### config.mk
export PLATFORM = sky130hd
export DESIGN_NAME = wk_route_top
export DESIGN_NICKNAME = d
export VERILOG_FILES = /design/src/rtl/wk_pkg.sv /design/src/rtl/wk_bus_decode.sv /design/src/rtl/wk_pending.sv /design/src/rtl/wk_cfg_regs.sv /design/src/rtl/wk_fanout.sv /design/src/rtl/wk_route_top.sv
export SDC_FILE = /design/constraint.sdc
export NUM_CORES = 1
export LEC_CHECK = 0
export CAP_MARGIN = 20
export CORE_ASPECT_RATIO = 0.9
export CORE_MARGIN = 5
export CORE_UTILIZATION = 44
export CTS_CLUSTER_DIAMETER = 100
export CTS_CLUSTER_SIZE = 28
export DETAILED_ROUTE_END_ITERATION = 8
export GPL_TIMING_DRIVEN = 0
export PLACE_DENSITY = 0.87
export SLEW_MARGIN = 40
export SYNTH_ARGS = -nofsm -noshare
export SYNTH_HDL_FRONTEND = slang
export SYNTH_HIERARCHICAL = 1
export SYNTH_SLANG_ARGS = --single-unit
### constraint.sdc
create_clock -name clk -period 4.76 [get_ports clk]
set_input_delay 0.952 -clock clk [delete_from_list [all_inputs] [get_ports clk]]
set_output_delay 0.952 -clock clk [all_outputs]
set_load 0.1 [all_outputs]
### src/rtl/wk_pkg.sv
package wk_pkg;

    localparam int MAX_LANES = 8;
    localparam int BUS_AW    = 12;
    localparam int BUS_DW    = 32;

    localparam logic [BUS_AW-1:0] OFS_PENDING = 12'h310;
    localparam logic [BUS_AW-1:0] OFS_ENABLE  = 12'h314;
    localparam logic [BUS_AW-1:0] OFS_ACK     = 12'h318;
    localparam logic [BUS_AW-1:0] OFS_ROUTE   = 12'h31C;

    typedef enum logic [2:0] {
        RSEL_NONE,
        RSEL_PENDING,
        RSEL_ENABLE,
        RSEL_ACK,
        RSEL_ROUTE
    } reg_sel_e;

    // Bit groups of the routing register, most significant first.
    typedef struct packed {
        logic [MAX_LANES-1:0] wake_sys;
        logic [MAX_LANES-1:0] wake_per;
        logic [MAX_LANES-1:0] fwd_sys;
        logic [MAX_LANES-1:0] fwd_per;
    } route_t;

    typedef struct packed {
        logic enable_we;
        logic ack_we;
        logic route_we;
        logic rd;
    } bus_strobe_t;

    function automatic logic [MAX_LANES-1:0] lane_mask(input int count);
        logic [MAX_LANES-1:0] m;
        for (int i = 0; i < MAX_LANES; i++) begin
            m[i] = (i < count);
        end
        return m;
    endfunction

    function automatic reg_sel_e decode_offset(input logic [BUS_AW-1:0] a);
        reg_sel_e s;
        case (a)
            OFS_PENDING: s = RSEL_PENDING;
            OFS_ENABLE:  s = RSEL_ENABLE;
            OFS_ACK:     s = RSEL_ACK;
            OFS_ROUTE:   s = RSEL_ROUTE;
            default:     s = RSEL_NONE;
        endcase
        return s;
    endfunction

endpackage

### src/rtl/wk_bus_decode.sv
module wk_bus_decode
    import wk_pkg::*;
(
    input  logic              bus_sel,
    input  logic              bus_wr,
    input  logic [BUS_AW-1:0] bus_addr,
    output reg_sel_e          rsel,
    output bus_strobe_t       strobe
);

    always_comb begin
        rsel             = decode_offset(bus_addr);
        strobe.enable_we = bus_sel && bus_wr && (rsel == RSEL_ENABLE);
        strobe.ack_we    = bus_sel && bus_wr && (rsel == RSEL_ACK);
        strobe.route_we  = bus_sel && bus_wr && (rsel == RSEL_ROUTE);
        strobe.rd        = bus_sel && !bus_wr;
    end

endmodule

### src/rtl/wk_pending.sv
module wk_pending
    import wk_pkg::*;
#(
    parameter int N_SYS = 4
) (
    input  logic                 clk,
    input  logic                 rst,
    input  logic [MAX_LANES-1:0] detect,
    input  logic [MAX_LANES-1:0] fwd,
    input  logic                 ack_we,
    input  logic [MAX_LANES-1:0] ack_bits,
    output logic [MAX_LANES-1:0] pending
);

    for (genvar i = 0; i < MAX_LANES; i++) begin : g_lane
        if (i < N_SYS) begin : g_live
            logic hit;
            logic drop;
            assign hit  = detect[i] & fwd[i];
            assign drop = ack_we & ack_bits[i];
            always_ff @(posedge clk) begin
                if (rst) begin
                    pending[i] <= 1'b0;
                end else begin
                    // a fresh event outranks an acknowledge of the same lane
                    pending[i] <= hit | (pending[i] & ~drop);
                end
            end
        end else begin : g_tie
            assign pending[i] = 1'b0;
        end
    end

endmodule

### src/rtl/wk_cfg_regs.sv
module wk_cfg_regs
    import wk_pkg::*;
#(
    parameter int N_PERIP = 3,
    parameter int N_SYS   = 4
) (
    input  logic                 clk,
    input  logic                 rst,
    input  bus_strobe_t          strobe,
    input  logic [BUS_DW-1:0]    wdata,
    output logic [MAX_LANES-1:0] enable_q,
    output route_t               route_q
);

    localparam logic [MAX_LANES-1:0] SYS_M = lane_mask(N_SYS);
    localparam logic [MAX_LANES-1:0] PER_M = lane_mask(N_PERIP);
    localparam logic [BUS_DW-1:0]    ROUTE_M = {SYS_M, PER_M, SYS_M, PER_M};

    route_t route_in;
    assign route_in = route_t'(wdata & ROUTE_M);

    always_ff @(posedge clk) begin
        if (rst) begin
            enable_q <= '0;
            route_q  <= '0;
        end else begin
            if (strobe.enable_we) begin
                enable_q <= wdata[MAX_LANES-1:0] & SYS_M;
            end
            if (strobe.route_we) begin
                route_q <= route_in;
            end
        end
    end

endmodule

### src/rtl/wk_fanout.sv
module wk_fanout
    import wk_pkg::*;
(
    input  logic [MAX_LANES-1:0] pending,
    input  logic [MAX_LANES-1:0] enable_q,
    input  route_t               route_q,
    input  logic [MAX_LANES-1:0] per_ext,
    output logic                 sys_irq,
    output logic [MAX_LANES-1:0] per_gated,
    output logic                 wake_req
);

    logic [MAX_LANES-1:0] live_sys;
    logic [MAX_LANES-1:0] wake_from_per;
    logic [MAX_LANES-1:0] wake_from_sys;

    always_comb begin
        live_sys      = pending & enable_q;
        per_gated     = per_ext & route_q.fwd_per;
        wake_from_per = per_ext & route_q.wake_per;
        wake_from_sys = pending & route_q.wake_sys;
        sys_irq       = |live_sys;
        wake_req      = (|wake_from_per) | (|wake_from_sys);
    end

endmodule

### src/rtl/wk_route_top.sv
module wk_route_top
    import wk_pkg::*;
#(
    parameter int N_PERIP = 3,
    parameter int N_SYS   = 4
) (
    input  logic               clk,
    input  logic               rst,
    input  logic               bus_sel,
    input  logic               bus_wr,
    input  logic [11:0]        bus_addr,
    input  logic [31:0]        bus_wdata,
    output logic [31:0]        bus_rdata,
    input  logic [N_SYS-1:0]   sys_detect,
    input  logic [N_PERIP-1:0] perip_in,
    output logic               sys_irq,
    output logic [N_PERIP-1:0] perip_irq,
    output logic               wake_req
);

    reg_sel_e             rsel;
    bus_strobe_t          strobe;
    logic [MAX_LANES-1:0] status_q;
    logic [MAX_LANES-1:0] enable_q;
    route_t               route_q;
    logic [MAX_LANES-1:0] det_ext;
    logic [MAX_LANES-1:0] per_ext;
    logic [MAX_LANES-1:0] per_gated;

    for (genvar i = 0; i < MAX_LANES; i++) begin : g_ext
        if (i < N_SYS) begin : g_det
            assign det_ext[i] = sys_detect[i];
        end else begin : g_det0
            assign det_ext[i] = 1'b0;
        end
        if (i < N_PERIP) begin : g_per
            assign per_ext[i] = perip_in[i];
        end else begin : g_per0
            assign per_ext[i] = 1'b0;
        end
    end

    wk_bus_decode u_dec (
        .bus_sel  (bus_sel),
        .bus_wr   (bus_wr),
        .bus_addr (bus_addr),
        .rsel     (rsel),
        .strobe   (strobe)
    );

    wk_pending #(.N_SYS(N_SYS)) u_pend (
        .clk      (clk),
        .rst      (rst),
        .detect   (det_ext),
        .fwd      (route_q.fwd_sys),
        .ack_we   (strobe.ack_we),
        .ack_bits (bus_wdata[MAX_LANES-1:0]),
        .pending  (status_q)
    );

    wk_cfg_regs #(.N_PERIP(N_PERIP), .N_SYS(N_SYS)) u_cfg (
        .clk      (clk),
        .rst      (rst),
        .strobe   (strobe),
        .wdata    (bus_wdata),
        .enable_q (enable_q),
        .route_q  (route_q)
    );

    wk_fanout u_out (
        .pending   (status_q),
        .enable_q  (enable_q),
        .route_q   (route_q),
        .per_ext   (per_ext),
        .sys_irq   (sys_irq),
        .per_gated (per_gated),
        .wake_req  (wake_req)
    );

    assign perip_irq = per_gated[N_PERIP-1:0];

    always_comb begin
        bus_rdata = '0;
        if (strobe.rd) begin
            case (rsel)
                RSEL_PENDING: bus_rdata = {{(BUS_DW-MAX_LANES){1'b0}}, status_q};
                RSEL_ENABLE:  bus_rdata = {{(BUS_DW-MAX_LANES){1'b0}}, enable_q};
                RSEL_ROUTE:   bus_rdata = route_q;
                default:      bus_rdata = '0;
            endcase
        end
    end

endmodule

# [After elaboration in Yosys (flattened, before gate mapping)]
# Cells that the tools add are included.
[classes] addsub=0 multipliers=0 n_div=0 magnitude_cmp=0 n_eq_ne=8 n_shift=0 n_mux=3 bitwise_logic=25 reduce_logical=9
[ops] operator="$pmux 28 s3" n=1
[ops] operator="$eq 12x10->1 const B" n=4
[ops] operator="$mux 28" n=1
[ops] operator="$reduce_or 8->1" n=3
[ops] operator="$and 1x1->1" n=12
[ops] operator="$pmux 3 s4" n=1
[ops] operator="$and 4x4->4" n=2
[ops] operator="$and 3x3->3" n=2
[ops] operator="$eq 3x2->1 const B" n=2
[ops] operator="$logic_and 1x1->1" n=5
[ops] operator="$or 1x1->1" n=5
[ops] operator="$not 1->1" n=4
[ops] operator="$eq 3x1->1 const B" n=1
[ops] operator="$eq 3x3->1 const B" n=1
[ops] operator="$logic_not 1->1" n=1
[totals] register_bits=22 latch_bits=0 mem_bits_rw=0 mem_bits_ro=0 inputBits=55 wordCells=54 memories=0

# [Longest topological paths before layout]
# Gate-level depths: netlist of run 1.
[logic_depth] ltp_word=8 depth_mapped=8 mapped_depth_nobuf=5

# [Cells and area by module]
# The synthesis of run 1 kept the hierarchy.
[modules_own_cells] mod="wk_cfg_regs" n_inst=1 cells_each=82 area_per_inst_um2=823.3
[modules_own_cells] mod="wk_route_top" n_inst=1 cells_each=71 area_per_inst_um2=470.5
[modules_own_cells] mod="wk_pending" n_inst=1 cells_each=21 area_per_inst_um2=192.7
[modules_own_cells] mod="wk_fanout" n_inst=1 cells_each=22 area_per_inst_um2=188.9
[modules_own_cells] mod="wk_bus_decode" n_inst=1 cells_each=16 area_per_inst_um2=166.4

# [Worst setup path after synthesis of run 1]
# OpenSTA, ideal clock, no wires.
[synth_path] kind="in2out" start="in bus_addr[5]" end="out bus_rdata[0]" arrival_ps=4019 t_required_ps=3808 slack_ps=-211 cell_stages=7 path_cell_list="or4b_1 -> buf_6 -> nor3_1 -> nor3b_4 -> buf_6 -> nand2_1 -> a21oi_1"
[synth_between] elab_chain_len=5 word_cells_on_any_way=10 cone_classes="7 x eq/ne; 3 x mux"
[synth_rtl] element="from (decl)" line="wk_route_top.sv:11" source="input logic [11:0] bus_addr,"
[synth_rtl] element="$eq 12x10->1" line="wk_pkg.sv:45" source="case (a)"
[synth_rtl] element="$pmux 3 s4 (*)" line="wk_pkg.sv:45"
[synth_rtl] element="net rsel[2]" line="wk_route_top.sv:21" source="reg_sel_e rsel;"
[synth_rtl] element="$eq 3x3->1 (tied with other cells)" line="wk_route_top.sv:85" source="case (rsel)"
[synth_rtl] element="$pmux 28 s3 (*)" line="wk_route_top.sv:85"
[synth_rtl] element="$mux 28 (*)" line="wk_route_top.sv:84" source="if (strobe.rd) begin"
[synth_rtl] element="to (decl)" line="wk_route_top.sv:13" source="output logic [31:0] bus_rdata,"
# Mark *: on every way through the listed nets, which the timed path passes. The rest lies on a longest branch.

# [Final worst setup path of run 1]
# Same ends and word-level chain as after synthesis.

==> impl_results.md, run 1 <==
- Fmax achieved: 217 MHz
- Post-DP HPWL: 3.91 mm
- H-tree Lvls: 1
- Worst reg2reg setup slack: 3.88 ns
- Path category of the worst min-delay check: reg -> reg
- Largest net degree at the start of global routing: 14
- Reg2reg start: u_pend/pending[0]
- Layout cells sized above 1: 32.8%
- Critical Path RT: 3.81 ns
- Routability cong.: 0.825
- Beginning of the critical path: bus_addr[5]
- Ports: 92
- Hold Startpoint: u_cfg/route_q[8]
- Port bufs: between 50 and 60
- Worst slew margin: -34.2%
- Measured slew at the worst slew-check pin: 2.02 ns
- Clk Tree Root Cell: clkbuf_8
- Final Max Tran Viols: 4
- First-pass GRT wire length: 7.82 mm
- Bufs on Longest Clock Path: 2
- CP Class: in -> out
- Gate count of the mapped netlist: 207
- GRT Total Usage: 17.1%
- Layout Cells excl Fill: 344
- Initial DRC Count: 96
- Vias: 1743
- Core area: 4020 sq um
- Initial antenna violation count: 0
- RSZ-0062 raised after global routing: no
- Final setup viols: 0
- DR vias/cell: 5.07
- Worst Setup End Kind: output pin
- WP data arrival: 3.65 ns
- Routed len/inst: 14.1 um
- Clock Skew: between 0.003 and 0.004 ns
- Worst slack, placed: 0.0139 ns
- Violated checks: max-slew violations
- Power Dens Cells: 176 nW/um^2
- Max cap viols: 0
- Tot Pwr: around 450 uW
- Final worst path period share: 96.7%
- Placed Cells incl. Taps: 340
- Mapped Area: ~1800 sq um
- ANT nets after route: 0
- Final Hold Fails: 0
- Area Growth Syn to Fin: 40.2%
- Worst skew pair latency: 0.26 ns
- Initial Util: 45.0%
- TritonCTS clock tree: yes
- Setup ws final: 0.159 ns
- Crit start category: input pin
- Antenna diodes: 0
- Die width: 77.6 um
- Syn Area/Cell: 8.74 sq um
- Nets: between 300 and 400
- Post-route minimum period: between 4 and 5 ns
- Number of clock sinks: 22
- Row count: 22
- Worst-path maximum fanout: 8
- TritonCTS buffer count: 3
- Grt ovf: 0
- First-pass detailed-route iteration total: 4
- Die ar.: approximately 5500 sq um
- Reg clk slew, reported paths: 0.08 ns
- Vias in the first global route: about 1700
- Peak VDD IR: 192 uV
- Status: finished, violations left
- Pleak: 0.00111 uW
- Final WL: 4.85 mm
- Die Height: 70.8 um
- Yosys warning count: 6
- Post-route DRC: 0
-- critical path: stages --
cell and delay [ns]:
clkdlybuf4s50_1 0.39, or4b_1 0.53, buf_6 0.16, nor4_2 0.50, nor2b_1 0.19, clkbuf_2 0.20
a32oi_1 0.11, a21oi_2 0.16, buf_2 0.44
-- layer usage --
metal | global-route usage (%) | wire (um) | up-vias
li1 | - | - | 870
met1 | 22.2 | 2090 | 803
met2 | 28.3 | 2350 | 64
met3 | 5.09 | 368 | 6
met4 | 3.44 | 46 | 0
met5 | 0 | 0 | -
-- report_power, final --
| group | switching [uW] | internal (uW) |
|---|---|---|
| clock network | 61.0 | 112 |
| registers | 0.00959 | 184 |
| logic | 37.7 | 50.7 |
-- layout by cell type (no fill, tap or decap), drive strengths merged --
master          n
a21bo           4
nor2b          10
clkbuf          9
a2111oi         1
and2            3
nand2b          2
nor2           19
conb           31
bufinv          1
and3           24
o21ai           1
nand4bb         1
a21oi          12
clkdlybuf4s50  37
mux2i          18
a221oi          4
dfxtp          22
or2             1
nand2          13
nor3            1
buf            54
xor2            1
nor3b           1
a32oi           8
or4b            1
or4bb           2
o211ai          1
nor4            4
nand4           2
a22oi           4
a22o            4
-- sequential cells by signal, summed over array words and instances (netlist names) --
| signal | cells |
|---|---|
| u_pend/pending | 4 |
| u_cfg/enable_q | 4 |
| u_cfg/route_q | 14 |
-- final timing paths --
| check | end | cells past startpoint |
|---|---|---|
| worst max-delay path | bus_rdata[0] | 9 |
| worst min-delay path | u_pend/pending[0] | 2 |
| worst max register to register | u_pend/pending[0] | 2 |
| worst min register to register | u_pend/pending[0] | 2 |
-- timing repair --
action,4_1_cts,5_1_grt
gates resized for setup,0,1
buffers inserted,0,0
setup endpoints to repair,0,13
hold buffers,0,0
-- final cells by class --
class / count / area, sq um
Fill cell: 364 / 1480
Multi-Input combinational cell: 173 / 1190
Timing Repair Buffer: 57 / 470
Sequential cell: 22 / 440
Buffer: 40 / 303
Tap cell: 48 / 60.1
Clock buffer: 3 / 41.3
Clock inverter: 1 / 30.0
-- metrics by stage --
stage	util (%)	area (sq um)	setup TNS, ns	hold WS (ns)
final	63.1	2540	0	0.483
after global routing	63.1	2540	0	0.501
after CTS	63.0	2530	0	0.483
after detailed placement	61.2	2460	0	0.471
after global placement	63.7	2560	-8.94	0.458
after floorplan	-	1930	0	0.434
(Power assumes the default switching activity.)
==> inputs of run 2 (changes only) <==
- CELL_PAD_IN_SITES_DETAIL_PLACEMENT: unset -> 0
- CELL_PAD_IN_SITES_GLOBAL_PLACEMENT: unset -> 1
- CORE_UTILIZATION: 44 -> 31
- PLACE_DENSITY: 0.87 -> unset
- PLACE_DENSITY_LB_ADDON: unset -> 0.1
- TNS_END_PERCENT: unset -> 1
==> impl_results.md, run 2 (same netlist as run 1, synthesis figures left out) <==
- Power Dens Cells: 172 nW/um^2
- Hold_ws: 0.485 ns
- Bufs on Longest Clock Path: 2
- Row count: 26
- Hold Startpoint: u_cfg/route_q[9]
- Die width: slightly above 90 um
- Peak VDD IR: 139 uV
- Routed len/inst: 14.4 um
- CP Class: in -> out
- ANT nets after route: 0
- Pleak: 0.00110 uW
- Switch share: between 20% and 30%
- Slowest cell on the critical path: or4b_1
- Commonest cells after routing, fill and taps aside: 37 x clkdlybuf4s50_1, 31 x conb_1, 27 x buf_4
- Final Hold Fails: 0
- Antenna diodes: 0
- Initial antenna violation count: 0
- Core area: 5660 sq um
- Area Growth Syn to Fin: 43.2%
- Post-DP HPWL: 4.26 mm
- H-tree Lvls: 1
- Worst skew pair latency: 0.26 ns
- Initial Util: 32.0%
- Initial DRC Count: 90
- Sw Pwr: between 90 and 100 uW
- Critical Path RT: 3.81 ns
- Final worst path period share: between 90% and 100%
- First-pass detailed-route iteration total: 4
- Max cap viols: 0
- Final Max Tran Viols: 4
- Post-CTS setup buffers: 0
- Beginning of the critical path: bus_addr[5]
- Worst Setup End Kind: output pin
- Clock Skew: 0.00404 ns
- Number of clock sinks: 22
- Die Height: around 82 um
- Path category of the worst min-delay check: reg -> reg
- Max incr delay on CP: ~0.53 ns
- Routability cong.: 0.788
- Vias in the first global route: 1541
- Die ar.: between 7000 and 8000 sq um
- Top reg by flops: u_cfg/route_q
- Post-route DRC: 0
- RSZ-0062 raised after global routing: no
- Largest register FFs: 14
- Layout cells sized above 1: 31.8%
- GRT Total Usage: ~14%
- Layout Utilization: about 46%
- Crit start category: input pin
- Ports: 92
- Nets: 352
- Reg clk slew, reported paths: 0.08 ns
- Grt ovf: 0
- Final setup viols: 0
- Post-route minimum period: 4.54 ns
- Clk Tree Root Cell: clkbuf_8
- Status: finished, violations left
- Vias: 1682
- DR vias/cell: 4.60
- First-pass GRT wire length: 8.35 mm
- Power Internal: 347 uW
- Worst-path maximum fanout: 10
- Reg2reg start: u_pend/pending[2]
- Biggest regs: u_cfg/route_q: 14 flops, u_cfg/enable_q: 4 flops, u_pend/pending: 4 flops
- Fill count: approximately 600
- Clock share of power: about two fifths
- TritonCTS clock tree: yes
- Worst slew margin: -34.0%
- Measured slew at the worst slew-check pin: 2.02 ns
- Largest net degree at the start of global routing: 14
- Logic gate share of total power: 19.8%
- Port bufs: 57
- CP Cell Sequence: clkdlybuf4s50_1 -> or4b_1 -> buf_6 -> nor3_2 -> nor3b_4 -> buf_6 -> nand2_1 -> a21oi_2 -> buf_2
- Flop pwr share: 41.3%
- CP most frequent cell: buf_6
- Violated checks: max-slew violations
- Final WL: 5.29 mm
- TritonCTS buffer count: 3
- WP data arrival: between 3 and 4 ns
- Commonest non-fill, non-tap cell in the layout: clkdlybuf4s50_1
- Fmax achieved: 220 MHz
run 2: critical path: cells and delay by family:
family / cells / cell delay, ns
compound gates: 1 / 0.13
buf+inv: 4 / 1.19
simple gates: 4 / 1.30
run 2: power by group through the flow:
stage               Clock (uW)  Sequential (uW)  Combinational, uW
global placement             0              188               87.2
global route               188              184               95.6
floorplan                    0              188               47.0
detailed placement           0              188               86.1
finish                     173              184               88.3
CTS                        177              184               86.5
run 2: worst paths after layout:
check	end	slack, ns	cells past startpoint
min reg2reg	u_pend/pending[1]	0.49	2
max reg2reg	u_pend/pending[2]	3.89	2
max	bus_rdata[0]	0.22	9
min	u_pend/pending[1]	0.49	2
run 2: per-layer routing:
metal	track usage, %	vias to the layer above	wire length, um
li1	-	873	-
met1	19.6	765	2510
met2	22.4	42	2430
met3	3.80	2	343
met4	1.04	0	12
met5	0	-	0
run 2: per-stage QoR:
step	total power [uW]	setup slack [ns]	instances	TNS (ns)	instance area, sq um
5_1_grt	468	0.0101	366	0	2590
3_5_place_dp	274	-0.0347	362	-0.161	2480
2_1_floorplan	235	-0.211	235	-0.606	1920
6_report	445	0.220	366	0	2590
3_3_place_gp	275	-0.753	362	-10.20	2580
4_1_cts	448	0.120	366	0	2550
run 2: cell type report:
class                      instances  area, sq um  share of cell area, %
timing repair buffer              57          500                   19.3
clock buffer                       3         41.3                   1.59
clock inverter                     1         30.0                   1.16
sequential                        22          440                   17.0
buffer                            40          303                   11.7
multi-input combinational        173         1190                   45.9
tap                               70         87.6                   3.38
run 2: what timing repair did:
item	CTS	global route
hold buffers	0	0
endpoints found under the setup margin	11	13
gates resized for setup	2	12
gates cloned	0	0
==> inputs of run 3 (changes only) <==
- CORE_UTILIZATION: 31 -> 26
- clock period: 4.76 -> 4.1 ns (I/O delays scaled with it)
==> impl_results.md, run 3 (same netlist as run 1, synthesis figures left out) <==
- Layout Cells excl Fill: ~390
- Vias: about 1700
- Critical Path RT: 3.28 ns
- WP data arrival: 3.14 ns
- Buf+Inv Stages, Crit Path: 3
- Peak VDD IR: between 100 and 150 uV
- CP Class: in -> out
- Power Dens Cells: between 150 and 200 nW/um^2
- Hold_ws: 0.482 ns
- Antenna diodes: 0
- Final setup viols: 0
- Clock Skew: 0.00597 ns
- Fmax achieved: about 250 MHz
- Initial Util: between 20% and 30%
- Layout cells sized above 1: 35.3%
- Final WL: 5.68 mm
- TritonCTS clock tree: yes
- Worst path top cell family by delay: simple AND/OR/NAND/NOR gates
- Biggest regs: u_cfg/route_q: 14 flops, u_cfg/enable_q: 4 flops, u_pend/pending: 4 flops
- H-tree Lvls: 1
- Die width: 97.9 um
- CP Cell Sequence: clkdlybuf4s50_1 -> or4b_4 -> nor4_4 -> buf_4 -> xor2_4 -> o211ai_4 -> a21oi_2 -> buf_8
- Core area: 6690 sq um
- Number of clock sinks: 22
- Final Max Tran Viols: 4
- Largest net degree at the start of global routing: 14
- Post-DP HPWL: 4.57 mm
- Grt ovf: 0
- RSZ-0062 raised after global routing: no
- Initial DRC Count: 51
- Die ar.: 8730 sq um
- Worst-path maximum fanout: 8
- Status: finished, violations left
- Reg clk slew, reported paths: 0.08 ns
- Bufs on Longest Clock Path: 2
- Path category of the worst min-delay check: reg -> reg
- Port bufs: 57
- Slowest cell on the critical path: or4b_4
- Largest register FFs: 14
- Commonest non-fill, non-tap cell in the layout: clkdlybuf4s50_1
- Initial antenna violation count: 0
- Row count: 28
- Max incr delay on CP: 0.63 ns
- Measured slew at the worst slew-check pin: ~2.0 ns
- GRT Total Usage: 13.0%
- ANT nets after route: 0
- Fill count: between 600 and 700
- Top reg by flops: u_cfg/route_q
- Worst skew pair latency: between 0.2 and 0.3 ns
- Post-route DRC: 0
- Worst slew margin: -34.4%
- Pleak: 0.00118 uW
- Ports: 92
- Final worst path period share: 96.5%
- Routed len/inst: 14.4 um
- Clk Tree Root Cell: clkbuf_8
- Nets: 359
- DR vias/cell: between 4 and 5
- Die Height: 89.1 um
- Routability cong.: 0.725
- Crit start category: input pin
- First-pass GRT wire length: 9.01 mm
- First-pass detailed-route iteration total: 4
- Commonest cells after routing, fill and taps aside: 37 x clkdlybuf4s50_1, 36 x buf_4, 31 x conb_1
- TritonCTS buffer count: 3
- Final Hold Fails: 0
- Violated checks: max-slew violations
- Vias in the first global route: 1733
- Post-route minimum period: 3.96 ns
- Max cap viols: 0
- Area Growth Syn to Fin: 55.7%
- Worst Setup End Kind: output pin
- Placed Cells incl. Taps: 382
-- run 3: final timing paths --
kind | from | endpoint | slack, ns | cells past startpoint
worst min register to register | u_cfg/route_q[8] | u_pend/pending[0] | 0.48 | 2
worst max register to register | u_pend/pending[1] | u_pend/pending[1] | 3.20 | 2
worst min-delay path | u_cfg/route_q[8] | u_pend/pending[0] | 0.48 | 2
worst max-delay path | bus_addr[5] | bus_rdata[1] | 0.14 | 8
-- run 3: layer usage --
| layer | vias to the layer above | wire, um | GRT usage (%) | share of wire (%) |
|---|---|---|---|---|
| li1 | 887 | - | - | - |
| met1 | 766 | 2700 | 17.8 | 48 |
| met2 | 39 | 2720 | 22.1 | 48 |
| met5 | - | 0 | 0 | 0 |
| met3 | 0 | 253 | 2.89 | 4.5 |
| met4 | 0 | 0 | 1.13 | 0 |
-- run 3: final cells by class --
| class | instances | area, sq um | share of cell area [%] |
|---|---|---|---|
| flip-flops and latches | 22 | 440 | 15.6 |
| well taps | 90 | 113 | 4.00 |
| repair buffers | 65 | 642 | 22.8 |
| plain buffers | 39 | 294 | 10.4 |
| clock buffers | 3 | 41.3 | 1.47 |
| multi-input cells | 173 | 1260 | 44.6 |
| clock inverters | 1 | 30.0 | 1.07 |
-- run 3: through the flow --
stage | utilization, % | total power, uW | worst slack, ns | cell area, sq um | TNS, ns
6_report | 42.1 | 519 | 0.144 | 2820 | 0
5_1_grt | 42.1 | 545 | 0.00905 | 2820 | 0
4_1_cts | 40.8 | 523 | 0.00452 | 2730 | 0
3_5_place_dp | 37.7 | 319 | -0.421 | 2520 | -5.72
3_3_place_gp | 39.2 | 321 | -1.13 | 2620 | -16.31
2_1_floorplan | - | 273 | -0.0394 | 1940 | -0.118
-- run 3: timing repair --
item,4_1_cts,5_1_grt
endpoints found under the setup margin,15,15
pin swaps,1,5
buffers inserted,1,7
hold buffers,0,0
resized for setup,35,10
-- run 3: report_power, final --
part	internal [uW]	total, uW	switching, uW
combinational	59.1	104	45.1
clock	130	201	71.1
sequential	213	213	0.0114
-- run 3: worst reg2reg max path: cells and delay by family (launching register included) --
kind | cells | cell delay [ns]
flops | 1 | 0.46
compound gates | 2 | 0.38
